--- src/rtl/lscan_pixel_seq.sv ---
module lscan_pixel_seq #(
  parameter int PIX_W       = 10,
  parameter int DROP_BITS   = 2,
  parameter int LINE_PIXELS = 8160,
  parameter int ADDR_W      = $clog2(LINE_PIXELS)
) (
  input  logic              clk,
  input  logic              rst_n,
  input  logic              line_ready,
  input  logic              depth8,
  output logic              rd_en,
  output logic [ADDR_W-1:0] rd_addr,
  input  logic [PIX_W-1:0]  rd_data,
  output logic [PIX_W-1:0]  pix,
  output logic              lval,
  output logic              dval
);
  localparam logic [ADDR_W-1:0] LAST_IDX = ADDR_W'(LINE_PIXELS - 1);

  logic              fetch, shown, pend, dsel;
  logic [ADDR_W-1:0] addr;

  wire req   = pend | line_ready;
  wire start = req & ~fetch & ~shown;
  wire last  = fetch & (addr == LAST_IDX);

  always_ff @(posedge clk or negedge rst_n) begin
    if (!rst_n) begin
      fetch <= 1'b0;
      shown <= 1'b0;
      pend  <= 1'b0;
      dsel  <= 1'b0;
      addr  <= '0;
    end else begin
      pend  <= req & ~start;
      shown <= fetch;
      if (start) begin
        fetch <= 1'b1;
        addr  <= '0;
        dsel  <= depth8;
      end else if (fetch) begin
        if (last) fetch <= 1'b0;
        else      addr  <= addr + 1'b1;
      end
    end
  end

  assign rd_en   = fetch;
  assign rd_addr = addr;
  assign lval    = shown;
  assign dval    = shown;
  assign pix     = !shown ? '0 : (dsel ? (rd_data >> DROP_BITS) : rd_data);
endmodule

--- config.mk ---
export PLATFORM = sky130hd
export DESIGN_NAME = lscan_pixel_seq
export DESIGN_NICKNAME = d
export VERILOG_FILES = /design/src/rtl/lscan_pixel_seq.sv
export SDC_FILE = /design/constraint.sdc
export NUM_CORES = 1
export LEC_CHECK = 0
export ABC_AREA = 1
export BUFFER_PORTS_ARGS = -buffer_cell sky130_fd_sc_hd__buf_4
export CORE_MARGIN = 4
export CORE_UTILIZATION = 40
export CTS_CLUSTER_SIZE = 10
export DETAILED_ROUTE_END_ITERATION = 8
export PLACE_DENSITY = 0.71
export SETUP_SLACK_MARGIN = 0.05
export SYNTH_ARGS = -nofsm -noshare
export SYNTH_HDL_FRONTEND = slang
export SYNTH_SLANG_ARGS = --single-unit
--- constraint.sdc ---
create_clock -name clk -period 1.58 [get_ports clk]
set_clock_uncertainty 0.15 [all_clocks]
set_input_delay 0.079 -clock clk [delete_from_list [all_inputs] [get_ports clk]]
set_output_delay 0.079 -clock clk [all_outputs]
set_load 0.01 [all_outputs]
-- After elaboration in Yosys (flattened, before gate mapping)
Cells that the tools add are included.
- bits in registers: 17
- output and inout bits: 26
- $add $sub $neg: 1
- equality and inequality tests: 2
- mux-type cells: 8
- bitwise logic cells: 8
- reductions and logical operators: 2
- operator list (cell ; count):
    13-bit 2-to-1 mux ; 3
    10-bit 2-to-1 mux ; 2
    13-bit by 1-bit adder with 13-bit output, second input constant ; 1
    13-bit == test, second input constant ; 1
    1-bit AND ; 4
    1-bit 2-to-1 mux ; 3
    1-bit inverter ; 3
    2-bit inequality test, second input constant ; 1
    2-bit AND reduction ; 1
    2-bit nonzero test ; 1
    1-bit OR ; 1

-- Logic depth before layout (Yosys ltp)
Gate-level depths: netlist (run 1).
- word-level depth: 5
- gate-level depth with buffers: 10

-- Worst setup path before layout (run 1)
Ideal clock, no wire load.
- path type: reg-to-reg
- start point: register addr[0], in the netlist rd_addr[0]
- end point: register addr[7], in the netlist rd_addr[7]
- library setup time: 0.065 ns
- arrival time: 1.479 ns
- setup slack: -0.114 ns
- stages on the path, launching flop included: 11
- path buffers: 1
- clock period less this slack: 1.694 ns
- cell sequence: dfrtp_1 -> ha_1 -> inv_1 -> nor2_4 -> nand2_2 -> nor2_2 -> nor2_2 -> nor2_4 -> buf_6 -> nand2_1 -> nand2_1
- cells in the longest elaborated chain, start to end: 4
- elaborated cells between the ends (all ways): 8
- ends and longest elaborated chain (item ; line ; RTL):
    start, declared ; 21 ; logic [ADDR_W-1:0] addr;
    start signal, assigned ; 43 ; else addr <= addr + 1'b1;
    13-bit by 1-bit adder with 13-bit output / 13-bit == test (equally long branches) ; 43, 25 ;
    13-bit 2-to-1 mux / 1-bit AND (equally long branches) ; 42, 25 ;
    13-bit 2-to-1 mux / 2-bit inequality test (equally long branches) ; n/a ;
    13-bit 2-to-1 mux / 2-bit AND reduction (equally long branches) ; n/a ;
Parallel ways exist; a longest one is shown, timed or not. The select of a mux whose other input is x is not followed.
A chain may end at the register's enable or synchronous reset.

-- Worst setup path after layout (run 1)
- start point: register addr[0], in the netlist rd_addr[0]
- end point: register addr[10], in the netlist rd_addr[10]
The elaborated chain is that of the path after synthesis.

==> results by group, run 1 <==
Setup path
  • Crit path DAT: 1.54 ns
  • Worst Setup End Kind: flip-flop
  • Kind of critical path: flip-flop to flip-flop
  • Reg2reg end: rd_addr[10]$_DFFE_PN0P_
  • Crit-path max FO: 7
  • Worst r2r path cells: 10
  • CP Launch Type: flip-flop
  • Most used cell, CP: nor2_4
  • Crit-path max cell delay: between 0.4 and 0.5 ns
  • FF-to-FF Start: rd_addr[0]$_DFFE_PN0P_
  • CP Launch Point: rd_addr[0]$_DFFE_PN0P_
  • CP max-delay cell: dfrtp_2
  • Setup crit end: rd_addr[10]$_DFFE_PN0P_
  • Reg2Reg Setup Slack: 0.08 ns
  • Crit path cell chain: ha_4, inv_2, nor2_4, nand2_2, nor2_4, nor2_4, nor2_4, buf_4, nand2_1, nand2_1
  • WP data required: roughly 1.6 ns

Timing
  • FMAX: about 670 MHz
  • Final Cycle Share: a little over nine tenths
  • Hold violation count in the final report: 0
  • Tmin final: ~1.5 ns
  • # setup viols final: 0
  • Least-Margin Pin Slew: roughly 0.25 ns
  • Max Slew Vio Count: 0
  • Worst hold slack: 0.04131 ns
  • RSZ-0062 raised after global routing: yes
  • Slew margin rel.: a little over four fifths

Finish
  • Finished Cell Area: 0.001687 mm^2
  • Layout area overhead: 53.71%
  • ANT cells: 0
  • Final non-filler cell total: ~250
  • Fin nets: 240
  • Util after Layout: about two thirds
  • Layout cells sized above 1: 39.73%
  • Fillers: roughly 230

Place
  • PortBufs: 39
  • Dpl hpwl: between 2000 and 2500 um
  • Placed cell area: between 0.0015 and 0.002 mm^2
  • Routability cong.: between 0.8 and 0.9
  • Placed cells: between 200 and 250

Clocking
  • Worst-path clk slew: ~0.11 ns
  • H-tree depth: 1
  • CTS sink cnt: 17
  • Root Driver: clkbuf_4
  • Clock tree from TritonCTS: yes
  • Clock latency on the worst-skew pair: roughly 0.29 ns
  • TritonCTS Buffers: 3
  • CTS Buffer Depth: 2

Routing
  • DRT Pass-1 Iters: 4
  • Final wirelength: around 3300 um
  • Final ANT Viol Nets: 0
  • Via count: around 1,300
  • Post-DR vias/cell: between 5 and 6
  • Routed wire per std cell: roughly 13 um
  • DR iter-0 viols: between 50 and 60
  • Post-route DRC: 0

Outcome
  • Run status: finished, final reports clean

Global routing
  • Vias in the first global route: ~1,200
  • Initial antenna violation count: 0
  • Total gr overflow: 0
  • Global-route wire length before repair: between 5000 and 6000 um
  • Total GRT Usage: between 10% and 20%
  • Largest net degree at the start of global routing: 18

Pwr
  • Power Density: 1250 mW/mm^2
  • Peak VDD IR: 0.001093 V
  • Static leakage: roughly 0.87 nW

Hold path
  • Hold Path Class: primary input to asynchronous set/reset pin

Floorplan
  • Die width: approximately 60 um
  • Starting Density: 43.12%
  • CORE AREA: 0.002545 mm^2
  • Row Count: 18
  • Die Height: a little over 60 um
  • IO Pins: 40
  • Full die area: 0.003645 mm^2

Synth
  • Post-Synthesis Net Count: between 150 and 200
  • Cell area after synthesis: between 0.001 and 0.0015 mm^2
  • Sequential area share after synthesis: 38.77%
  • Synth unique cells: 19
  • Synthesized area per cell: between 6 and 7 um^2
  • Register bit total from synthesis: 17
  • Syn Inst Count: approximately 160
  • Yosys warning count: 0

Job
  • Max cap viols: 0
[critical path, delay by kind of cell (launching register included)]
family | cells | cell delay, ns
adder cells (fa/ha/maj) | 1 | 0.16
AND/OR/NAND/NOR | 7 | 0.44
buffers and inverters | 2 | 0.21
flip-flops | 1 | 0.44
[metal layers]
| metal | vias up | routed length [um] | GRT usage, % |
|---|---|---|---|
| met2 | 35 | 1723 | 34.88 |
| met3 | 6 | 144 | 2.979 |
| li1 | 638 | - | - |
| met1 | 619 | 1422 | 23.01 |
| met4 | 0 | 51 | 5.696 |
| met5 | - | 0 | 0 |
[cell usage after synthesis]
cell type  instances  area share, %
nor2_2             2            1.1
a21oi_1            2           0.91
xnor2_1            2            1.6
nor2_1            27            9.2
nor3_2             1           0.91
clkbuf_1           2           0.68
nor2_4             2            2.1
buf_6              1            1.0
dfrtp_1           17             39
nand2_1           50             17
ha_1               1            1.1
buf_4              1           0.68
nand4_1            9            5.1
nand2_2            2            1.1
o21ai_0            9            4.1
buf_2              2           0.91
xor2_1             3            2.4
nand3_1           13            5.9
inv_1             15            5.1
[placed cells by master, fill, tap and decap left out, drive strengths merged]
cell type	count
a21oi	2
nand4	9
nand3	13
xnor2	2
ha	1
dlygate4sd3	3
inv	14
nand2	52
clkinv	1
clkinvlp	2
buf	61
nor2	31
nor3	1
clkbuf	3
dfrtp	17
xor2	3
o21ai	9
[where the power goes]
group          switching (mW)  internal [mW]  total [mW]
Sequential              0.119          0.541       0.661
Clock                   0.146         0.0942       0.240
Combinational           0.614          0.594        1.21
Total                   0.879           1.23        2.11
[through the flow]
stage	TNS (ns)	total power, mW	setup WS, ns
2_1_floorplan	0	1.267	0.03263
3_3_place_gp	0	1.757	0.05849
3_5_place_dp	-0.02218	1.798	-0.008830
4_1_cts	0	2.082	0.06158
5_1_grt	0	2.295	0.01078
6_report	0	2.109	0.08358
[layout make-up]
class	instances	area, um^2	share of cell area, %
timing repair inverter	1	7.507	0.4451
clock inverter	1	5.005	0.2967
inverter	15	60.06	3.561
tap	30	37.54	2.226
clock buffer	3	22.52	1.335
multi-input combinational	123	625.6	37.09
timing repair buffer	64	495.5	29.38
sequential	17	432.9	25.67
[registers in the layout (all words and copies together) (netlist names)]
signal   flops
dsel         1
rd_en        1
dval         1
pend         1
rd_addr     13
[cells by family after synthesis]
logic type | after synthesis | synth area share (%)
flip-flops | 17 | 38.77
AND/OR/NAND/NOR | 106 | 42.64
buffers and inverters | 21 | 8.438
adder cells (fa/ha/maj) | 1 | 1.140
AO/OA/AOI/OAI | 11 | 5.017
XOR/XNOR | 5 | 3.992
[repair_timing]
action / CTS / global route
pin swaps: 1 / 2
hold buffers: 3 / 0
endpoints found under the hold margin: 19 / 0
buffers inserted: 3 / 3
gates resized for setup: 2 / 12
setup endpoints to repair: 24 / 23
gates cloned: 0 / 1
[how the worst min path moves through the flow]
stage	startpoint	endpoint	slack (ns)	cells past startpoint
global placement	rst_n	rd_en$_DFF_PN0_	-0.19	1
finish	rst_n	rd_addr[12]$_DFFE_PN0P_	0.04	2
floorplan	rst_n	dsel$_DFFE_PN0P_	-0.37	0
CTS	rst_n	rd_en$_DFF_PN0_	0.04	2
global route	rst_n	rd_en$_DFF_PN0_	0.06	2
detailed placement	rst_n	rd_en$_DFF_PN0_	-0.19	1
Note: power is estimated with default switching activity, not from simulation.
==> run 2: changes to the inputs <==
--- a/config.mk
+++ b/config.mk
@@ -9,6 +9,7 @@
 export BUFFER_PORTS_ARGS = -buffer_cell sky130_fd_sc_hd__buf_4
 export CORE_MARGIN = 4
 export CORE_UTILIZATION = 40
+export CTS_BUF_LIST = sky130_fd_sc_hd__clkbuf_16
 export CTS_CLUSTER_SIZE = 10
 export DETAILED_ROUTE_END_ITERATION = 8
 export PLACE_DENSITY = 0.71
==> run 2 against run 1 <==
  * Critical path depth decreased by 4
  * Worst hold slack better by 0.062 ns
  * Setup slack got worse by 0.019 ns
  * Highest routed layer unchanged
  * Die area did not move
  * Power rose by 13%
  * Flip-flop and latch count is the same
  * Largest power group unchanged
  * Clock-buffer cell count is the same
  * Design area increased by 3.9%
  * Largest cell class unchanged
  * Register-to-register slack worse by 0.02 ns
  * Critical endpoint is now rd_addr[5]$_DFFE_PN0P_
==> results by group, run 2 (synthesis results as in run 1) <==
Global routing
  • Initial antenna violation count: 0
  • Largest net degree at the start of global routing: 18
  • Total gr overflow: 0
  • Global-route wire length before repair: between 5000 and 6000 um
  • Vias in the first global route: between 1,000 and 1,500
  • Total GRT Usage: roughly a fifth

Setup path
  • Crit path DAT: 1.50 ns
  • CP max-delay cell: dfrtp_2
  • CP Launch Point: dval$_DFF_PN0_
  • Crit-path max cell delay: about 0.44 ns
  • CP delay by family, top: simple AND/OR/NAND/NOR gates
  • Crit-path max FO: 7
  • FF-to-FF Start: dval$_DFF_PN0_
  • CP Launch Type: flip-flop
  • Buf/Inv on CP: 2
  • Crit path cell chain: nor3_4, buf_4, nor2_4, buf_6, nand2_1, nand2_1
  • Most used cell, CP: nand2_1
  • WP data required: about 1.6 ns
  • Kind of critical path: flip-flop to flip-flop
  • Worst Setup End Kind: flip-flop

Clocking
  • Clock latency on the worst-skew pair: ~0.25 ns
  • H-tree depth: 1
  • Root Driver: clkbuf_16
  • TritonCTS Buffers: 3
  • Clock tree from TritonCTS: yes
  • CTS Buffer Depth: 2
  • Worst-path clk slew: around 0.050 ns
  • CTS sink cnt: 17

Pwr
  • Static leakage: between 0.8 and 0.9 nW
  • Comb power frac: 50.8%
  • Register share of total power: roughly 28%
  • Overall power: ~2.4 mW
  • Peak VDD IR: between 0.001 and 0.0015 V
  • Sw Ratio: 37.98%
  • Psw: about 900 uW
  • Clock network power share: a little over a fifth
  • Internal power: between 1 and 1.5 mW
  • Power Density: around 1400 mW/mm^2

Timing
  • Tmin final: between 1.5 and 2 ns
  • Slew margin rel.: approximately 77%
  • RSZ-0062 raised after global routing: yes
  • FMAX: around 660 MHz
  • Hold violation count in the final report: 0
  • Final Cycle Share: a little over nine tenths
  • PnR worst setup slack: between 0.06 and 0.07 ns
  • Max Slew Vio Count: 0
  • Least-Margin Pin Slew: 0.3476 ns
  • Setup TNS Final: 0 ns
  • # setup viols final: 0

Finish
  • Max reg flops: 13
  • Layout cells sized above 1: a little over two fifths
  • Most frequent cells in the layout: 58 x buf_4, 42 x nand2_1, 24 x nor2_1, 13 x nand3_1, 12 x inv_1
  • Layout area overhead: 59.75%
  • Util after Layout: 68.88%
  • Most common cell after layout, fill and taps aside: buf_4
  • Fin nets: between 200 and 250
  • ANT cells: 0

Floorplan
  • Die Height: about 60 um
  • IO Pins: 40
  • Die width: ~60 um
  • Full die area: about 0.0036 mm^2
  • Row Count: 18
  • CORE AREA: between 0.002 and 0.003 mm^2
  • Starting Density: 43.12%

Place
  • Routability cong.: between 0.8 and 0.9
  • Pre-CTS setup slack: -0.008830 ns
  • Dpl hpwl: approximately 2400 um
  • PortBufs: 39

Outcome
  • Run status: finished, final reports clean

Routing
  • Via count: 1,286
  • DR iter-0 viols: 56
  • Final wirelength: between 3000 and 4000 um
  • DRT Pass-1 Iters: 4
  • Post-route DRC: 0
  • Final ANT Viol Nets: 0
  • Routed wire per std cell: 12.86 um
  • Post-DR vias/cell: 5.063

Hold path
  • Hold Path Class: primary input to asynchronous set/reset pin

Job
  • Max cap viols: 0
-- run 2: cell type report --
type                            count  area (um^2)
Clock buffer                        3        75.07
Clock inverter                      1        5.005
Fill cell                         210        792.0
Inverter                           15        60.06
Multi-Input combinational cell    123        635.6
Sequential cell                    17        432.9
Tap cell                           30        37.54
Timing Repair Buffer               64        499.2
Timing Repair inverter              1        7.507
-- run 2: final timing paths --
kind | to | slack, ns | cells past startpoint
worst max-delay path | rd_addr[5]$_DFFE_PN0P_ | 0.06 | 6
worst min-delay path | rd_addr[4]$_DFFE_PN0P_ | 0.10 | 2
worst max register to register | rd_addr[5]$_DFFE_PN0P_ | 0.06 | 6
worst min register to register | dval$_DFF_PN0_ | 0.35 | 0
max in group asynchronous | rd_addr[8]$_DFFE_PN0P_ | 0.97 | 2
min in group clk | pix[2] | 0.34 | 4
-- run 2: worst reg2reg max path: cells and delay by family (launching register included) --
kind | cells | cell delay (ns)
buffers and inverters | 2 | 0.32
DFF | 1 | 0.44
and+or+nand+nor | 4 | 0.49
-- run 2: layer usage --
layer / up-vias / wire length, um / global-route usage, % / share of wire, %
li1: 638 / - / - / -
met1: 610 / 1401 / 22.61 / 43
met2: 34 / 1659 / 34.41 / 51
met3: 4 / 174 / 4.043 / 5.3
met4: 0 / 30 / 6.646 / 0.92
met5: - / 0 / 0 / 0
-- run 2: power by group through the flow --
stage          sequential, mW  combinational (mW)  clock (mW)
2_1_floorplan           0.704               0.563           0
3_3_place_gp            0.660                1.10           0
5_1_grt                 0.681                1.34       0.537
4_1_cts                 0.654                1.18       0.513
6_report                0.662                1.21       0.506
3_5_place_dp            0.673                1.13           0
-- run 2: timing repair --
action,4_1_cts,5_1_grt
gates resized for setup,1,19
setup buffers,3,3
pin swaps,1,5
endpoints found under the hold margin,19,0
setup endpoints to repair,14,22
hold buffers,3,0
gates cloned,0,1
-- run 2: through the flow --
stage,cells,hold WS (ns),cell area [um^2]
final,254,0.1038,1753
after global routing,254,0.1394,1753
after CTS,250,0.1008,1680
after detailed placement,240,-0.1927,1544
after global placement,240,-0.1888,1544
after floorplan,161,-0.3666,1132
